==> config.mk <==
export PLATFORM = sky130hd
export DESIGN_NAME = ifg_defer_timer
export DESIGN_NICKNAME = d
export VERILOG_FILES = /design/src/rtl/ifg_defer_pkg.sv /design/src/rtl/ifg_tick_counter.sv /design/src/rtl/ifg_phase_ctrl.sv /design/src/rtl/ifg_defer_timer.sv
export SDC_FILE = /design/constraint.sdc
export NUM_CORES = 1
export LEC_CHECK = 0
export BUFFER_PORTS_ARGS = -buffer_cell sky130_fd_sc_hd__buf_2
export CAP_MARGIN = 20
export CORE_MARGIN = 2
export CORE_UTILIZATION = 30
export CTS_CLUSTER_DIAMETER = 120
export DETAILED_ROUTE_END_ITERATION = 10
export PLACE_DENSITY = 0.58
export SLEW_MARGIN = 25
export SYNTH_ARGS = -nofsm -noshare
export SYNTH_HDL_FRONTEND = slang
export SYNTH_SLANG_ARGS = --single-unit
==> constraint.sdc <==
create_clock -name clk -period 4.25 [get_ports clk]
set_clock_uncertainty 0.1 [all_clocks]
set_input_delay 0.6375 -clock clk [delete_from_list [all_inputs] [get_ports clk]]
set_output_delay 0.6375 -clock clk [all_outputs]
set_load 0.005 [all_outputs]
==> src/rtl/ifg_defer_pkg.sv <==
package ifg_defer_pkg;

    // Phases of the deferral sequence; order is not decoded elsewhere.
    typedef enum logic [1:0] {
        PH_WAIT   = 2'd0,   // medium busy or own frame in flight
        PH_SENSE  = 2'd1,   // carrier must stay low
        PH_COMMIT = 2'd2,   // carrier no longer examined
        PH_OPEN   = 2'd3    // gap satisfied
    } ifg_phase_e;

    typedef struct packed {
        ifg_phase_e phase;
    } ifg_ctrl_s;

endpackage

==> src/rtl/ifg_tick_counter.sv <==
module ifg_tick_counter #(
    parameter int CNT_W = 6
) (
    input  logic             clk,
    input  logic             rst_n,
    input  logic             clear,
    input  logic             advance,
    input  logic [CNT_W-1:0] last_val,
    output logic             at_last
);

    typedef struct packed {
        logic [CNT_W-1:0] count;
    } cnt_s;

    cnt_s cnt_d, cnt_q;

    always_comb begin
        cnt_d = cnt_q;
        if (clear) begin
            cnt_d.count = '0;
        end else if (advance) begin
            cnt_d.count = cnt_q.count + 1'b1;
        end
    end

    always_ff @(posedge clk or negedge rst_n) begin
        if (!rst_n) begin
            cnt_q <= '0;
        end else begin
            cnt_q <= cnt_d;
        end
    end

    assign at_last = (cnt_q.count == last_val);

endmodule

==> src/rtl/ifg_phase_ctrl.sv <==
module ifg_phase_ctrl
    import ifg_defer_pkg::*;
#(
    parameter int SENSE_BITS  = 60,
    parameter int COMMIT_BITS = 36,
    parameter int CNT_W       = 6
) (
    input  logic             clk,
    input  logic             rst_n,
    input  logic             bit_tick,
    input  logic             carrier_sense,
    input  logic             tx_request,
    input  logic             tx_busy,
    input  logic             full_duplex,
    input  logic             at_last,
    output logic             cnt_clear,
    output logic             cnt_advance,
    output logic [CNT_W-1:0] cnt_last,
    output logic             tx_grant
);

    localparam logic [CNT_W-1:0] SENSE_LAST  = CNT_W'(SENSE_BITS - 1);
    localparam logic [CNT_W-1:0] COMMIT_LAST = CNT_W'(COMMIT_BITS - 1);

    ifg_ctrl_s ctrl_d, ctrl_q;
    logic      medium_busy;
    logic      window_done;

    // Carrier only matters in half duplex.
    assign medium_busy = carrier_sense && !full_duplex;
    assign window_done = bit_tick && at_last;

    always_comb begin
        ctrl_d      = ctrl_q;
        cnt_clear   = 1'b0;
        cnt_advance = 1'b0;
        cnt_last    = (ctrl_q.phase == PH_COMMIT) ? COMMIT_LAST : SENSE_LAST;

        unique case (ctrl_q.phase)
            PH_WAIT: begin
                cnt_clear = 1'b1;
                if (!tx_busy && !medium_busy) begin
                    ctrl_d.phase = PH_SENSE;
                end
            end
            PH_SENSE: begin
                if (medium_busy) begin
                    ctrl_d.phase = PH_WAIT;
                    cnt_clear    = 1'b1;
                end else begin
                    cnt_advance = bit_tick;
                    if (window_done) begin
                        ctrl_d.phase = PH_COMMIT;
                        cnt_clear    = 1'b1;
                    end
                end
            end
            PH_COMMIT: begin
                cnt_advance = bit_tick;
                if (window_done) begin
                    ctrl_d.phase = PH_OPEN;
                    cnt_clear    = 1'b1;
                end
            end
            PH_OPEN: begin
                cnt_clear = 1'b1;
                if (!tx_request && medium_busy) begin
                    ctrl_d.phase = PH_WAIT;
                end
            end
            default: begin
                ctrl_d.phase = PH_WAIT;
                cnt_clear    = 1'b1;
            end
        endcase

        // Own frame in flight overrides every phase.
        if (tx_busy) begin
            ctrl_d.phase = PH_WAIT;
            cnt_clear    = 1'b1;
            cnt_advance  = 1'b0;
        end
    end

    always_ff @(posedge clk or negedge rst_n) begin
        if (!rst_n) begin
            ctrl_q.phase <= PH_WAIT;
        end else begin
            ctrl_q <= ctrl_d;
        end
    end

    assign tx_grant = (ctrl_q.phase == PH_OPEN) && tx_request;

endmodule

==> src/rtl/ifg_defer_timer.sv <==
module ifg_defer_timer #(
    parameter int SENSE_BITS  = 60,
    parameter int COMMIT_BITS = 36
) (
    input  logic clk,
    input  logic rst_n,
    input  logic bit_tick,
    input  logic carrier_sense,
    input  logic tx_request,
    input  logic tx_busy,
    input  logic full_duplex,
    output logic tx_grant
);

    localparam int LONGEST = (SENSE_BITS > COMMIT_BITS) ? SENSE_BITS : COMMIT_BITS;
    localparam int CNT_W   = (LONGEST > 1) ? $clog2(LONGEST) : 1;

    logic             cnt_clear;
    logic             cnt_advance;
    logic [CNT_W-1:0] cnt_last;
    logic             at_last;

    ifg_phase_ctrl #(
        .SENSE_BITS (SENSE_BITS),
        .COMMIT_BITS(COMMIT_BITS),
        .CNT_W      (CNT_W)
    ) u_ctrl (
        .clk          (clk),
        .rst_n        (rst_n),
        .bit_tick     (bit_tick),
        .carrier_sense(carrier_sense),
        .tx_request   (tx_request),
        .tx_busy      (tx_busy),
        .full_duplex  (full_duplex),
        .at_last      (at_last),
        .cnt_clear    (cnt_clear),
        .cnt_advance  (cnt_advance),
        .cnt_last     (cnt_last),
        .tx_grant     (tx_grant)
    );

    ifg_tick_counter #(
        .CNT_W(CNT_W)
    ) u_cnt (
        .clk     (clk),
        .rst_n   (rst_n),
        .clear   (cnt_clear),
        .advance (cnt_advance),
        .last_val(cnt_last),
        .at_last (at_last)
    );

endmodule

==> results of run 1 <==
## worst min-delay path by stage
stage          startpoint        endpoint  slack, ns  cells past startpoint
4_1_cts             rst_n  u_cnt.cnt_q[2]       0.12                      1
3_5_place_dp        rst_n  u_cnt.cnt_q[3]       0.39                      1
3_3_place_gp        rst_n  u_cnt.cnt_q[3]       0.39                      1
2_1_floorplan       rst_n  u_cnt.cnt_q[0]       0.24                      0
5_1_grt             rst_n  u_cnt.cnt_q[4]       0.12                      1
6_report            rst_n  u_cnt.cnt_q[3]       0.12                      1
## final cells by class
class,count,area share (%)
Inverter,5,2.708
Multi-Input combinational cell,49,55.23
Timing Repair Buffer,7,5.054
Clock buffer,3,3.249
Tap cell,27,4.874
Sequential cell,8,28.88
## synth_stat cells
| library cell | n | area, um^2 |
|---|---|---|
| or4_1 | 4 | 30.03 |
| and2b_1 | 1 | 7.510 |
| a211o_1 | 1 | 8.760 |
| a2111oi_0 | 1 | 8.760 |
| a21o_2 | 1 | 8.760 |
| o21a_1 | 1 | 7.510 |
| nand3_1 | 3 | 15.01 |
| nor2_1 | 1 | 3.750 |
| a211oi_1 | 8 | 60.06 |
| o31ai_1 | 4 | 30.03 |
| or3_2 | 1 | 7.510 |
| o21ai_0 | 3 | 15.01 |
| mux2i_1 | 1 | 10.01 |
| and3b_1 | 1 | 8.760 |
| nand3b_1 | 2 | 15.01 |
| nand2_1 | 1 | 3.750 |
| and4_1 | 1 | 8.760 |
| nor3b_1 | 1 | 7.510 |
| buf_6 | 1 | 11.26 |
| inv_1 | 5 | 18.77 |
| ha_1 | 5 | 62.56 |
| a21oi_2 | 1 | 8.760 |
| nand2b_1 | 1 | 6.260 |
| and4b_1 | 1 | 10.01 |
| and2_1 | 1 | 6.260 |
| a21o_1 | 1 | 7.510 |
| buf_2 | 1 | 5.000 |
| dfrtp_1 | 8 | 200.2 |
| o21ai_1 | 1 | 5.000 |
| nand2b_4 | 1 | 13.76 |
| a31oi_1 | 1 | 6.260 |
## flip-flops by register name, summed over array words and instances, names as in the netlist
register and count:
u_cnt.cnt_q 6, u_ctrl.ctrl_q 2
## power by group through the flow
| stage | clock network [uW] | registers, uW | logic [uW] |
|---|---|---|---|
| 6_report | 57.9 | 89.0 | 111 |
| 5_1_grt | 65.1 | 89.3 | 126 |
| 4_1_cts | 60.7 | 88.8 | 111 |
| 3_5_place_dp | 0 | 90.1 | 111 |
| 3_3_place_gp | 0 | 90.5 | 110 |
| 2_1_floorplan | 0 | 88.5 | 95.9 |
## per-stage QoR
stage	cell area (um^2)	total power, uW	setup WS [ns]	instances	utilization (%)
final	693.2	258.2	2.142	99	35.33
after global placement	670.6	201.0	2.169	96	34.18
after global routing	693.2	280.0	1.947	99	35.33
after floorplan	618.1	184.3	2.395	64	-
after detailed placement	670.6	200.7	2.158	96	34.18
after CTS	693.2	260.4	2.168	99	35.33
## kinds of logic after synthesis
logic type	count (synthesis)	synth area share, %
AO/OA/AOI/OAI	23	26.92
adder cells (fa/ha/maj)	5	10.12
buffers and inverters	7	5.667
flip-flops	8	32.39
multiplexers	1	1.619
AND/OR/NAND/NOR	20	23.28
## per-layer routing
| metal | vias to the layer above | track usage, % | wire length, um |
|---|---|---|---|
| li1 | 264 | - | - |
| met1 | 251 | 14.66 | 599 |
| met2 | 13 | 15.77 | 569 |
| met3 | 2 | 5.828 | 82 |
| met4 | 0 | 1.389 | 8 |
| met5 | - | 0 | 0 |
==> reports/qor.csv, run 1 <==
metric,value,unit
routabilityCongestion,0.7744,
drive_gt1_share,19.44,%
critPathRequiredTime,4.25,ns
fin_crit_sh,49.61,%
cts_tree,yes,
netlist_area,618.1,um^2
n_antenna_cell,0,
drtIter0Drc,8,
root_buffer,clkbuf_4,
r2r_start,u_ctrl.ctrl_q[0],
port_buffers,7,
synth_seq_cells,8,
tns,0,ns
arrival,2.11,ns
path_clk_slew,0.05,ns
grt_first_pass_wirelength,2.035,mm
dr.pass1.iters,4,
cp_cell_sequence,"inv_1, ha_1, nor3b_1, o21ai_1, a31oi_1, a211oi_1",
p_leak,0.0003020,uW
critPathTopFamily,compound AO/OA/AOI/OAI gates,
dp_hpwl,952.1,um
setup_viol,0,
period_needed,2.108,ns
cts_setup_buffers,0,
synth_cell_types,31,
hold_viol,0,
grt_usage,10.90,%
swShare,39.74,%
critPathMaxFanout,6,
slew_headroom,61.33,%
grt_max_degree,13,
wl_per_cell,12.72,um
viasPerCell,5.354,
irDropWorstVdd,0.0001115,V
die_h,49.39,um
p_seq_share,34.5,%
regArea,200.2,um^2
rrSetupSlack,2.14,ns
rsz0062_at_grt,false,
seq_area_frac_synth,32.39,%
cts_hold_buf,0,
syn_area_per_cell,9.658,um^2
pin_count,8,
timing.hold.ws,0.1170,ns
grt_pass1_vias,456,
core-area,1962,um^2
reg2reg_to,u_cnt.cnt_q[0],
slowest_delay,0.51,ns
worstSetupPathType,flop to flop,
start_util,31.51,%
status,"finished, final reports clean",
vias,530,
hold_path.class,primary input to asynchronous set/reset pin,
worstSkewPairLatency,0.25,ns
die_x,49.39,um
layout_common_cells,"a211oi_1, dfrtp_1, buf_2",
critPathLaunchType,flop,
row_count,16,
cap_violations,0,
finalMaxSlewViolations,0,
gr-total-overflow,0,
grt_antenna_before_repair,0,
comb_power_share,43.1,%
cp-startpoint,u_ctrl.ctrl_q[0],
routed_wirelength,1.259,mm
syn_to_final_growth,12.15,%
clockPowerShare,22.4,%
p_per_area,372.4,nW/um^2
clk_path_buf_depth,2,
cts.htree.levels,1,
multi_input_area,382.9,um^2
finalNetCount,86,
rr_worst_depth,6,
drc,0,
fillCellCount,219,
path_buf_inv,1,
critPathSlowestCell,a31oi_1,
antenna_left,0,
cts_made_buffers,3,
p_int,155.6,uW
crit_cells,6,
synth_cells,64,
critPathCapture,u_cnt.cnt_q[0],
cts.sinks,8,
clock.fmax,474.3,MHz
synth_fp_nets,76,
critPathCaptureType,flop,
ys_warn_count,0,
switching_power,102.6,uW
die_area,2439,um^2
post_cts_resized,0,
tightest_slew,0.5773,ns
Power figures use the tool's default switching activity.
==> inputs of run 2 (changes only) <==
==> constraint.sdc (replaced) <==
create_clock -name clk -period 2.1 [get_ports clk]
set_clock_uncertainty 0.1 [all_clocks]
set_input_delay 0.315 -clock clk [delete_from_list [all_inputs] [get_ports clk]]
set_output_delay 0.315 -clock clk [all_outputs]
set_load 0.005 [all_outputs]
==> run 2 against run 1 <==
  * Hold slack improved by 0.079 ns
  * Clock power increased by 110%
  * Routed wire length is 12% higher
  * Critical path type unchanged
  * Total power grew 120%
  * Cell count increased by 4.0%
  * Highest routed layer unchanged
==> reports/qor.csv, run 2 (synthesized netlist as in run 1, its figures left out) <==
metric,value,unit
critPathLaunchType,flop,
fin_util,37.44,%
hold_path_depth,2,
grt_pass1_vias,459,
cp_cell_sequence,"inv_1, ha_1, and3b_1, o21ai_2, a31oi_1, buf_4, a211oi_1",
grt_max_degree,12,
gr-total-overflow,0,
row_count,16,
rr_worst_depth,7,
critPathCapture,u_cnt.cnt_q[1],
comb_power_share,46.8,%
dp_hpwl,986.2,um
grt_usage,11.58,%
routabilityCongestion,0.8369,
switching_power,229.2,uW
cts_tree,yes,
final_area,734.5,um^2
top_register,u_cnt.cnt_q,
critPathRequiredTime,2.15,ns
finalNetCount,90,
place_ws,0.1005,ns
critPathCaptureType,flop,
tightest_slew,0.3564,ns
p_leak,0.0003210,uW
die_area,2439,um^2
start_util,31.51,%
hold_path.class,primary input to flop,
drive_gt1_share,23.68,%
irDropWorstVdd,0.0003568,V
routed_wirelength,1.410,mm
die_h,49.39,um
clock.fmax,516.1,MHz
instances_no_fill,103,
period_needed,1.938,ns
largest_reg_flops,6,
worstSkewPairLatency,0.26,ns
grt_first_pass_wirelength,2.125,mm
p_per_area,776.5,nW/um^2
viasPerCell,5.524,
status,"finished, final reports clean",
rrSetupSlack,0.16,ns
cts.htree.levels,1,
cts.sinks,8,
pin_count,8,
biggestRegsByFlops,"u_cnt.cnt_q (6), u_ctrl.ctrl_q (2)",
drc,0,
critPathMaxFanout,6,
wl_per_cell,13.69,um
dpl.cell_count,98,
n_antenna_cell,0,
vias,569,
grt_antenna_before_repair,0,
fin_crit_sh,92.27,%
setup_viol,0,
cp-startpoint,u_ctrl.ctrl_q[0],
finalMaxSlewViolations,0,
clockPowerShare,21.7,%
cts_made_buffers,3,
dr.pass1.iters,4,
antenna_left,0,
clk_path_buf_depth,2,
layout_common_cells,"a211oi_1, dfrtp_1, buf_2",
worst_slack,0.1624,ns
worstSetupPathType,flop to flop,
reg2reg_to,u_cnt.cnt_q[1],
r2r_start,u_ctrl.ctrl_q[0],
root_buffer,clkbuf_4,
arrival,1.98,ns
tns,0,ns
core-area,1962,um^2
cap_violations,0,
slew_headroom,75.63,%
slowest_delay,0.41,ns
swShare,40.19,%
port_buffers,7,
rsz0062_at_grt,false,
die_x,49.39,um
syn_to_final_growth,18.83,%
path_clk_slew,0.06,ns
p_seq_share,31.5,%
place_area,685.7,um^2
drtIter0Drc,36,
hold_viol,0,
critPathSlowestCell,dfrtp_1,
p_int,341.1,uW
==> run 2: changes by cell type in the layout (fill, tap and decap cells not counted) <==
cell,change
nor3b_1,-1
dlygate4sd3_1,+1
nand3b_1,+1
buf_4,+2
o21ai_2,+1
o21ai_1,-1
nor3b_2,+1
==> run 2: power groups by stage <==
stage          logic [uW]  clock network (uW)  registers, uW
2_1_floorplan         194                   0            179
3_5_place_dp          252                   0            183
4_1_cts               254                 128            180
3_3_place_gp          252                   0            180
6_report              267                 124            180
5_1_grt               293                 136            181
==> run 2: layout make-up <==
type	instances	area, um^2
flip-flops and latches	8	200.2
inverters	5	18.77
well taps	27	33.78
multi-input cells	50	399.1
repair buffers	10	60.06
clock buffers	3	22.52
fillers	204	1227
==> run 2: through the flow <==
step | hold WS [ns] | total power [uW]
floorplan | -0.08059 | 373.0
global placement | 0.07024 | 431.9
detailed placement | 0.07245 | 434.4
CTS | 0.1759 | 561.6
global route | 0.2099 | 609.8
finish | 0.1959 | 570.3
==> run 2: routing by layer <==
layer | part of all wire, % | wire (um) | up-vias | GRT usage, %
li1 | - | - | 281 | -
met1 | 51 | 717 | 266 | 17.46
met2 | 41 | 577 | 20 | 14.86
met3 | 7.4 | 105 | 2 | 3.988
met4 | 0.64 | 9 | 0 | 4.167
met5 | 0 | 0 | - | 0
==> run 2: how the worst min path moves through the flow <==
stage | endpoint | start
detailed placement | u_cnt.cnt_q[4] | rst_n
global placement | u_cnt.cnt_q[4] | rst_n
floorplan | u_cnt.cnt_q[0] | rst_n
global route | u_ctrl.ctrl_q[0] | tx_busy
finish | u_ctrl.ctrl_q[0] | tx_busy
CTS | u_ctrl.ctrl_q[0] | tx_busy
==> run 2: timing repair <==
| action | 4_1_cts | 5_1_grt |
|---|---|---|
| endpoints found under the hold margin | 8 | 0 |
| setup endpoints to repair | 0 | 7 |
| hold buffers | 1 | 0 |
| setup buffers | 0 | 0 |
| resized for setup | 0 | 2 |
==> run 2: critical path: cells and delay by family, from the launching register on <==
| family | cells | cell delay, ns |
|---|---|---|
| simple gates | 1 | 0.21 |
| compound gates | 3 | 0.56 |
| buf+inv | 2 | 0.29 |
| fa+ha+maj | 1 | 0.25 |
| flops | 1 | 0.41 |
==> inputs of run 3 (changes only) <==
--- a/config.mk
+++ b/config.mk
@@ -12,6 +12,8 @@
 export CTS_CLUSTER_DIAMETER = 120
 export DETAILED_ROUTE_END_ITERATION = 10
 export PLACE_DENSITY = 0.58
+export REMOVE_ABC_BUFFERS = 1
+export SKIP_CTS_REPAIR_TIMING = 1
 export SLEW_MARGIN = 25
 export SYNTH_ARGS = -nofsm -noshare
 export SYNTH_HDL_FRONTEND = slang
==> run 3 against run 2 <==
  * Register-to-register slack got worse by 0.02 ns
  * Non-clock buffer count rose by 1
  * Worst setup slack got worse by 0.018 ns
  * Sequential power barely moved
  * Critical path depth fell by 2
  * Hold slack improved by 0.0016 ns
  * Sequential share of layout area fell by 0.37 points
  * Clock-buffer cell count did not move
  * Critical endpoint is now u_cnt.cnt_q[4]
  * Largest power group unchanged
==> reports/qor.csv, run 3 (synthesized netlist as in run 1, its figures left out) <==
metric,value,unit
gr-total-overflow,0,
drive_gt1_share,24.68,%
arrival,2.01,ns
rr_worst_depth,5,
rrSetupSlack,0.14,ns
slew_headroom,71.86,%
tightest_slew,0.4221,ns
hold_path.class,primary input to flop,
fin_crit_sh,93.11,%
irDropWorstVdd,0.0003841,V
finalMaxSlewViolations,0,
pin_count,8,
vias,570,
hold_viol,0,
p_leak,0.0003253,uW
row_count,16,
slowest_delay,0.50,ns
tns,0,ns
syn_to_final_growth,20.45,%
grt_first_pass_wirelength,2.180,mm
routabilityCongestion,0.7928,
setup_viol,0,
power,563.2,uW
finalNetCount,91,
p_int,336.3,uW
core-area,1962,um^2
p_seq_share,32.0,%
reg2reg_to,u_cnt.cnt_q[4],
viasPerCell,5.481,
cts.sinks,8,
n_antenna_cell,0,
switching_power,226.9,uW
rsz0062_at_grt,false,
biggestRegsByFlops,"u_cnt.cnt_q (6), u_ctrl.ctrl_q (2)",
comb_power_share,46.8,%
dr.pass1.iters,4,
cts.htree.levels,1,
cts_made_buffers,3,
path_clk_slew,0.06,ns
die_area,2439,um^2
drc,0,
start_util,31.51,%
antenna_left,0,
critPathCaptureType,flop,
clockPowerShare,21.2,%
cap_violations,0,
worstSetupPathType,flop to flop,
port_buffers,7,
grt_max_degree,12,
clk_path_buf_depth,2,
period_needed,1.955,ns
p_per_area,756.5,nW/um^2
swShare,40.29,%
critPathTopFamily,simple AND/OR/NAND/NOR gates,
hold_end,u_ctrl.ctrl_q[0],
clock.fmax,511.4,MHz
die_x,49.39,um
grt_pass1_vias,482,
dp_hpwl,1.004,mm
routed_wirelength,1.487,mm
wl_per_cell,14.30,um
critPathLaunchType,flop,
cp_cell_sequence,"inv_1, ha_1, nand3b_1, or4_1, a211oi_1",
drtIter0Drc,17,
die_h,49.39,um
r2r_start,u_ctrl.ctrl_q[0],
top_register,u_cnt.cnt_q,
critPathSlowestCell,or4_1,
min_from,tx_busy,
worstSkewPairLatency,0.26,ns
grt_antenna_before_repair,0,
layout_common_cells,"a211oi_1, dfrtp_1, buf_2",
grt_usage,12.17,%
root_buffer,clkbuf_4,
path_buf_inv,1,
hold_path_depth,2,
largest_reg_flops,6,
critPathRequiredTime,2.15,ns
cts_tree,yes,
critPathMaxFanout,5,
status,"finished, final reports clean",
## run 3: cell count changes in the layout (fill, tap and decap cells not counted)
cell | before | now
buf_4 | 2 | 3
o21ai_2 | 1 | 0
a31oi_1 | 1 | 0
o21ai_1 | 0 | 1
a31oi_2 | 0 | 1
## run 3: how the worst max path moves through the flow
stage	from	end	cells after the start	slack [ns]
4_1_cts	u_ctrl.ctrl_q[1]	u_cnt.cnt_q[4]	5	0.02
3_5_place_dp	u_ctrl.ctrl_q[1]	u_cnt.cnt_q[3]	5	0.06
5_1_grt	u_ctrl.ctrl_q[1]	u_cnt.cnt_q[4]	5	0.01
3_3_place_gp	u_ctrl.ctrl_q[1]	u_cnt.cnt_q[3]	5	0.08
6_report	u_ctrl.ctrl_q[0]	u_cnt.cnt_q[4]	5	0.14
2_1_floorplan	u_ctrl.ctrl_q[0]	u_cnt.cnt_q[3]	5	0.26
## run 3: final cells by class
class	count	area [um^2]
clock buffer	3	22.52
fill	221	1217
sequential	8	200.2
timing repair buffer	11	67.56
tap	27	33.78
multi-input combinational	50	401.6
inverter	5	18.77
## run 3: per-layer routing
layer	vias up	share of wire (%)	track usage, %
li1	282	-	-
met1	271	45	14.45
met2	15	49	18.92
met3	2	5.1	4.294
met4	0	0.87	6.944
met5	-	0	0
## run 3: power by group through the flow
stage	Sequential, uW	Combinational, uW	Clock [uW]
3_3_place_gp	182	232	0
2_1_floorplan	179	172	0
3_5_place_dp	183	234	0
5_1_grt	182	295	136
4_1_cts	180	236	126
6_report	180	263	120
## run 3: metrics by stage
stage / utilization, % / instances / hold slack [ns] / setup slack [ns] / instance area, um^2
global placement: 34.57 / 97 / 0.07598 / 0.08443 / 678.2
CTS: 35.71 / 100 / -0.2030 / 0.02248 / 700.7
global route: 37.95 / 104 / 0.2015 / 0.01127 / 744.5
floorplan: - / 62 / -0.08059 / 0.2626 / 601.8
finish: 37.95 / 104 / 0.1975 / 0.1447 / 744.5
detailed placement: 34.57 / 97 / 0.07963 / 0.05938 / 678.2
## run 3: worst reg2reg max path, stage by stage (launching register included)
cell and delay (ns):
dfrtp_1 0.39, inv_1 0.09, ha_1 0.33, nand3b_1 0.18
or4_1 0.50, a211oi_1 0.26
